[src/rtl/flowctl_pkg.sv]
package flowctl_pkg;
  typedef struct packed {
    logic ctsChange;
    logic ctsLevel;
  } ctsEvt_t;

  typedef enum logic {TX_IDLE = 1'b0, TX_BUSY = 1'b1} txState_e;
endpackage

[src/rtl/flowctl_ctrl.sv]
module flowctl_ctrl
  import flowctl_pkg::*;
#(
  parameter int SYNC_STAGES = 2
) (
  input  logic    clk,
  input  logic    rstN,
  input  logic    ctsPinN,
  input  logic    ctsActHigh,
  input  logic    autoCtsEn,
  input  logic    txStart,
  input  logic    txDone,
  output ctsEvt_t evt,
  output logic    txPermit
);
  logic [SYNC_STAGES-1:0] syncQ;
  logic sampled, prevQ, ctsActive;
  txState_e txState;

  // synchronizer chain, single-stage variant when asked for
  generate
    if (SYNC_STAGES == 1) begin : g_sync1
      always_ff @(posedge clk) begin
        if (!rstN) syncQ <= '1;
        else       syncQ <= ctsPinN;
      end
    end else begin : g_syncN
      always_ff @(posedge clk) begin
        if (!rstN) syncQ <= '1;
        else       syncQ <= {syncQ[SYNC_STAGES-2:0], ctsPinN};
      end
    end
  endgenerate

  assign sampled = syncQ[SYNC_STAGES-1];

  always_ff @(posedge clk) begin
    if (!rstN) prevQ <= 1'b1;
    else       prevQ <= sampled;
  end

  assign evt.ctsChange = sampled ^ prevQ;
  assign evt.ctsLevel  = sampled;
  assign ctsActive     = ctsActHigh ? sampled : ~sampled;

  always_ff @(posedge clk) begin
    if (!rstN) begin
      txState <= TX_IDLE;
    end else begin
      unique case (txState)
        TX_IDLE: if (txStart && txPermit) txState <= TX_BUSY;
        TX_BUSY: if (txDone)              txState <= TX_IDLE;
        default:                          txState <= TX_IDLE;
      endcase
    end
  end

  assign txPermit = (txState == TX_IDLE) && (!autoCtsEn || ctsActive);
endmodule

[src/rtl/flowctl_dp.sv]
module flowctl_dp
  import flowctl_pkg::*;
#(
  parameter int CNT_W = 5,
  parameter int LVL_W = 4
) (
  input  logic             clk,
  input  logic             rstN,
  input  logic             autoRtsEn,
  input  logic             swRtsAct,
  input  logic             rtsInvert,
  input  logic [LVL_W-1:0] rtsTrigLvl,
  input  logic [CNT_W-1:0] rxFifoCnt,
  input  logic             modemIntEn,
  input  logic             detectClr,
  input  ctsEvt_t          evt,
  output logic             rtsPin,
  output logic             ctsStatus,
  output logic             ctsDetect,
  output logic             modemIrq
);
  localparam int CMP_W = (CNT_W > LVL_W) ? CNT_W : LVL_W;

  logic [CMP_W-1:0] cntExt, lvlExt;
  logic readyAct;

  assign cntExt = CMP_W'(rxFifoCnt);
  assign lvlExt = CMP_W'(rtsTrigLvl);

  // a zero threshold can never be undercut, so ready stays inactive
  assign readyAct = autoRtsEn ? (cntExt < lvlExt) : swRtsAct;

  always_ff @(posedge clk) begin
    if (!rstN) rtsPin <= 1'b1;
    else       rtsPin <= (~readyAct) ^ rtsInvert;
  end

  always_ff @(posedge clk) begin
    if (!rstN) ctsDetect <= 1'b0;
    else       ctsDetect <= evt.ctsChange | (ctsDetect & ~detectClr);
  end

  assign ctsStatus = evt.ctsLevel;
  assign modemIrq  = ctsDetect & modemIntEn;
endmodule

[src/rtl/uart_flow_ctl.sv]
module uart_flow_ctl
  import flowctl_pkg::*;
#(
  parameter int CNT_W       = 5,
  parameter int LVL_W       = 4,
  parameter int SYNC_STAGES = 2
) (
  input  logic             clk,
  input  logic             rstN,
  input  logic             autoRtsEn,
  input  logic             swRtsAct,
  input  logic             rtsInvert,
  input  logic [LVL_W-1:0] rtsTrigLvl,
  input  logic [CNT_W-1:0] rxFifoCnt,
  output logic             rtsPin,
  output logic             rtsStatus,
  input  logic             ctsPinN,
  input  logic             ctsActHigh,
  input  logic             autoCtsEn,
  input  logic             modemIntEn,
  input  logic             detectClr,
  output logic             ctsStatus,
  output logic             ctsDetect,
  output logic             modemIrq,
  input  logic             txStart,
  input  logic             txDone,
  output logic             txPermit
);
  ctsEvt_t evt;

  flowctl_ctrl #(.SYNC_STAGES(SYNC_STAGES)) u_ctrl (
    .clk(clk), .rstN(rstN), .ctsPinN(ctsPinN), .ctsActHigh(ctsActHigh),
    .autoCtsEn(autoCtsEn), .txStart(txStart), .txDone(txDone),
    .evt(evt), .txPermit(txPermit)
  );

  flowctl_dp #(.CNT_W(CNT_W), .LVL_W(LVL_W)) u_dp (
    .clk(clk), .rstN(rstN), .autoRtsEn(autoRtsEn), .swRtsAct(swRtsAct),
    .rtsInvert(rtsInvert), .rtsTrigLvl(rtsTrigLvl), .rxFifoCnt(rxFifoCnt),
    .modemIntEn(modemIntEn), .detectClr(detectClr), .evt(evt),
    .rtsPin(rtsPin), .ctsStatus(ctsStatus), .ctsDetect(ctsDetect),
    .modemIrq(modemIrq)
  );

  assign rtsStatus = rtsPin;
endmodule

[config.mk]
export PLATFORM = sky130hd
export DESIGN_NAME = uart_flow_ctl
export DESIGN_NICKNAME = d
export VERILOG_FILES = /design/src/rtl/flowctl_pkg.sv /design/src/rtl/flowctl_ctrl.sv /design/src/rtl/flowctl_dp.sv /design/src/rtl/uart_flow_ctl.sv
export SDC_FILE = /design/constraint.sdc
export NUM_CORES = 1
export LEC_CHECK = 0
export CORE_AREA = 2 2 39 41
export CTS_CLUSTER_SIZE = 28
export DETAILED_ROUTE_END_ITERATION = 8
export DIE_AREA = 0 0 41 43
export GPL_TIMING_DRIVEN = 0
export PLACE_DENSITY = 0.63
export SYNTH_ARGS = -nofsm -noshare
export SYNTH_HDL_FRONTEND = slang
export SYNTH_SLANG_ARGS = --single-unit
[constraint.sdc]
create_clock -name clk -period 1.4 [get_ports clk]
set_clock_uncertainty 0.1 [all_clocks]
set_input_delay 0.21 -clock clk [delete_from_list [all_inputs] [get_ports clk]]
set_output_delay 0.21 -clock clk [all_outputs]
set_load 0.03 [all_outputs]
==> metrics.txt <==
die footprint=1760 sq um; Critical Path Start Type=register; run status=finished clean; Initial DRT Pass Iterations=2; CP max stage cell=dfxtp_2; standard cell area after detailed placement=636 sq um; height of the die=43 um; Final Setup Violations=0; cell area after layout=702 sq um; final routed DRC violation total=0; Hold-fix buffers, CTS=0; basic-gate share of the synthesized area counting and, or, nand and nor cells=0.256; worst hold slack=between 0.3 and 0.4 ns; adder-cell area share of the yosys netlist=0.107; netlist area before placement=between 300 and 400 sq um; final number of max-transition violations=0; Critical Path Max Stage Delay=0.33 ns; number of vias per cell after detailed routing=4.47; maximum resistive drop on vdd=0.406 mV; remaining global-route overflow=0; total power divided by cell area=762 nW/um^2; worst hold path type=register to register; global placer's final weighted congestion=0.590; fillcell total=149; count of antenna-violating nets left after detailed routing=0; crit path kind=register to primary output; antenna violations before repair=0; final net count=95; transition time of the tightest slew-check pin=0.299 ns; CTS tree=done; max-cap violations=0; Switching Power=0.000150 W; synthesized instance count=38; final hold vios=0; fraction of the mapped netlist area in compound gates=0.181; count of input and output buffers=26; ports placed on the boundary=27; upper clock frequency limit=721 MHz; critical path arrival=approximately 1.1 ns; final period utilization=0.991; Setup TNS Final=0 ns; number of global-route vias before repair=about 340; combinational family with the most area after synthesis=simple AND/OR/NAND/NOR gates; CTS buffer count=3; HPWL reported at the end of detailed placement=621 um; cell internal pwr=0.000385 W; Post-Route WL=855 um; TritonCTS Sinks=6; total leakage power=around 0.31 nW; switching power as a share of total power=0.280; CTS HTree Levels=1; clock tree root driver cell=clkbuf_4; proportion of power drawn by the clock network=0.298; sequential cell area fraction in the yosys report=0.342; warning count from the yosys run=0; Yosys cell types=19; die width=41 um; number of buffers on the longest clock path=2; vias after detailed routing=380; Synthesized Nets=62; clk_lat worst skew=roughly 0.24 ns; post-detailed-route wirelength per cell=roughly 10 um; biggest fanout along the worst timing path=4; global-route wire length before repair=between 1000 and 1500 um; proportion of synthesized area in mux cells=0; global routing usage summed across all routing layers=0.111; synthesized area per cell=9.25 sq um; logic gate share of total power=0.350; layout overhead on the synthesized area=99.6%; unrepaired setup endpoints after global routing=true; slew margin rel.=0.802; # rows=14; pin count of the biggest net entering global routing=8; share of total power in sequential cells=0.352; sort of element at the end of the critical path=primary output; fraction of final layout cells with drive strength greater than 1=0.290; Clock Pin Slew Worst Setup and Hold Paths=0.04 ns; count of state elements after synthesis=6; area inside the core boundary=1380 sq um; xor/xnor cell area share of the yosys netlist=0.0498; starting density of the core=0.254; worst path required time=1.09 ns; number of design-rule violations left by the first detailed-router iteration=2; series of cell instances along the critical path=xor2_1, a21oi_2, buf_6; minimum clock period=roughly 1.4 ns; Antenna diodes=0
-- kinds of logic after synthesis --
family,Yosys count
AO/OA/AOI/OAI,8
AND/OR/NAND/NOR,14
buffers and inverters,5
flip-flops,6
adder cells (fa/ha/maj),3
XOR/XNOR,2
-- worst paths after layout --
check                                     start  slack, ns  cells past startpoint         endpoint
worst max-delay path            u_ctrl.syncQ[1]       0.01                      3         txPermit
worst max register to register  u_ctrl.syncQ[1]       0.24                      5   u_ctrl.txState
worst min-delay path            u_ctrl.syncQ[0]       0.31                      1  u_ctrl.syncQ[1]
worst min register to register  u_ctrl.syncQ[0]       0.31                      1  u_ctrl.syncQ[1]
-- metrics by stage --
stage | worst slack [ns] | instances | util | power [W]
after floorplan | 0.00728 | 38 | - | 0.000272
after global placement | -0.515 | 80 | 0.459 | 0.000363
after detailed placement | -0.519 | 80 | 0.459 | 0.000365
after CTS | 0.000608 | 84 | 0.499 | 0.000531
after global routing | -0.0319 | 85 | 0.507 | 0.000567
final | 0.0130 | 85 | 0.507 | 0.000535
-- cell usage in the layout (no fill, tap or decap), types with 2 or more instances in the layout --
cell             instances
a21oi_1                  2
buf_4                    3
clkbuf_4                 3
clkdlybuf4s50_1         13
dfxtp_1                  5
dlygate4sd2_1           10
ha_2                     2
inv_1                    3
nand2b_1                 6
nand4_1                  2
nor2_1                   2
-- final cells by class --
cell class | count | area [sq um] | area share
multi-input cells | 27 | 254 | 0.362
clock buffers | 3 | 22.5 | 0.0321
flip-flops and latches | 6 | 121 | 0.173
plain buffers | 1 | 7.51 | 0.0107
repair buffers | 28 | 262 | 0.373
well taps | 16 | 20.0 | 0.0285
inverters | 4 | 15.0 | 0.0214
-- sequential cells by signal, indices dropped and copies added (netlist names) --
name            flops
u_dp.ctsDetect      1
u_ctrl.syncQ        2
u_ctrl.txState      1
u_ctrl.prevQ        1
u_dp.rtsPin         1
-- what timing repair did --
| action | 4_1_cts | 5_1_grt |
|---|---|---|
| resized for setup | 26 | 5 |
| endpoints found under the hold margin | 0 | 0 |
| endpoints found under the setup margin | 7 | 4 |
| buffers inserted | 1 | 1 |
| pin swaps | 9 | 2 |
-- worst max-delay path, delay by kind of cell, from the launching register on --
family | cells | cell delay, ns
AO/OA/AOI/OAI | 1 | 0.18
XOR/XNOR | 1 | 0.17
flip-flops | 1 | 0.33
buffers and inverters | 1 | 0.15
-- routing by layer --
| layer | wire length, um | track usage |
|---|---|---|
| met4 | 6 | 0.0400 |
| met3 | 104 | 0.0785 |
| met2 | 407 | 0.169 |
| met1 | 335 | 0.116 |
| met5 | 0 | 0 |
-- power by group through the flow --
| stage | clock network (W) | registers, W | logic [W] |
|---|---|---|---|
| 6_report | 0.000159 | 0.000188 | 0.000187 |
| 5_1_grt | 0.000175 | 0.000190 | 0.000202 |
| 4_1_cts | 0.000162 | 0.000188 | 0.000181 |
| 3_5_place_dp | 0 | 0.000192 | 0.000173 |
| 3_3_place_gp | 0 | 0.000192 | 0.000172 |
| 2_1_floorplan | 0 | 0.000203 | 0.0000685 |
-- cell usage after synthesis --
cell	n	area (sq um)
a211oi_2	1	12.5
a21o_1	1	7.51
a21oi_1	3	15.0
a31oi_1	1	6.26
and2_1	1	6.26
buf_4	1	7.51
dfxtp_1	6	120
ha_1	3	37.5
inv_1	4	15.0
nand2b_1	6	37.5
nand2b_2	1	8.76
nand4_1	2	12.5
nor2_1	2	7.51
nor2b_1	1	6.26
o22ai_1	1	6.26
o41ai_2	1	16.3
or3b_4	1	11.3
xnor2_1	1	8.76
xor2_1	1	8.76
Note: power is estimated with default switching activity, not from simulation.
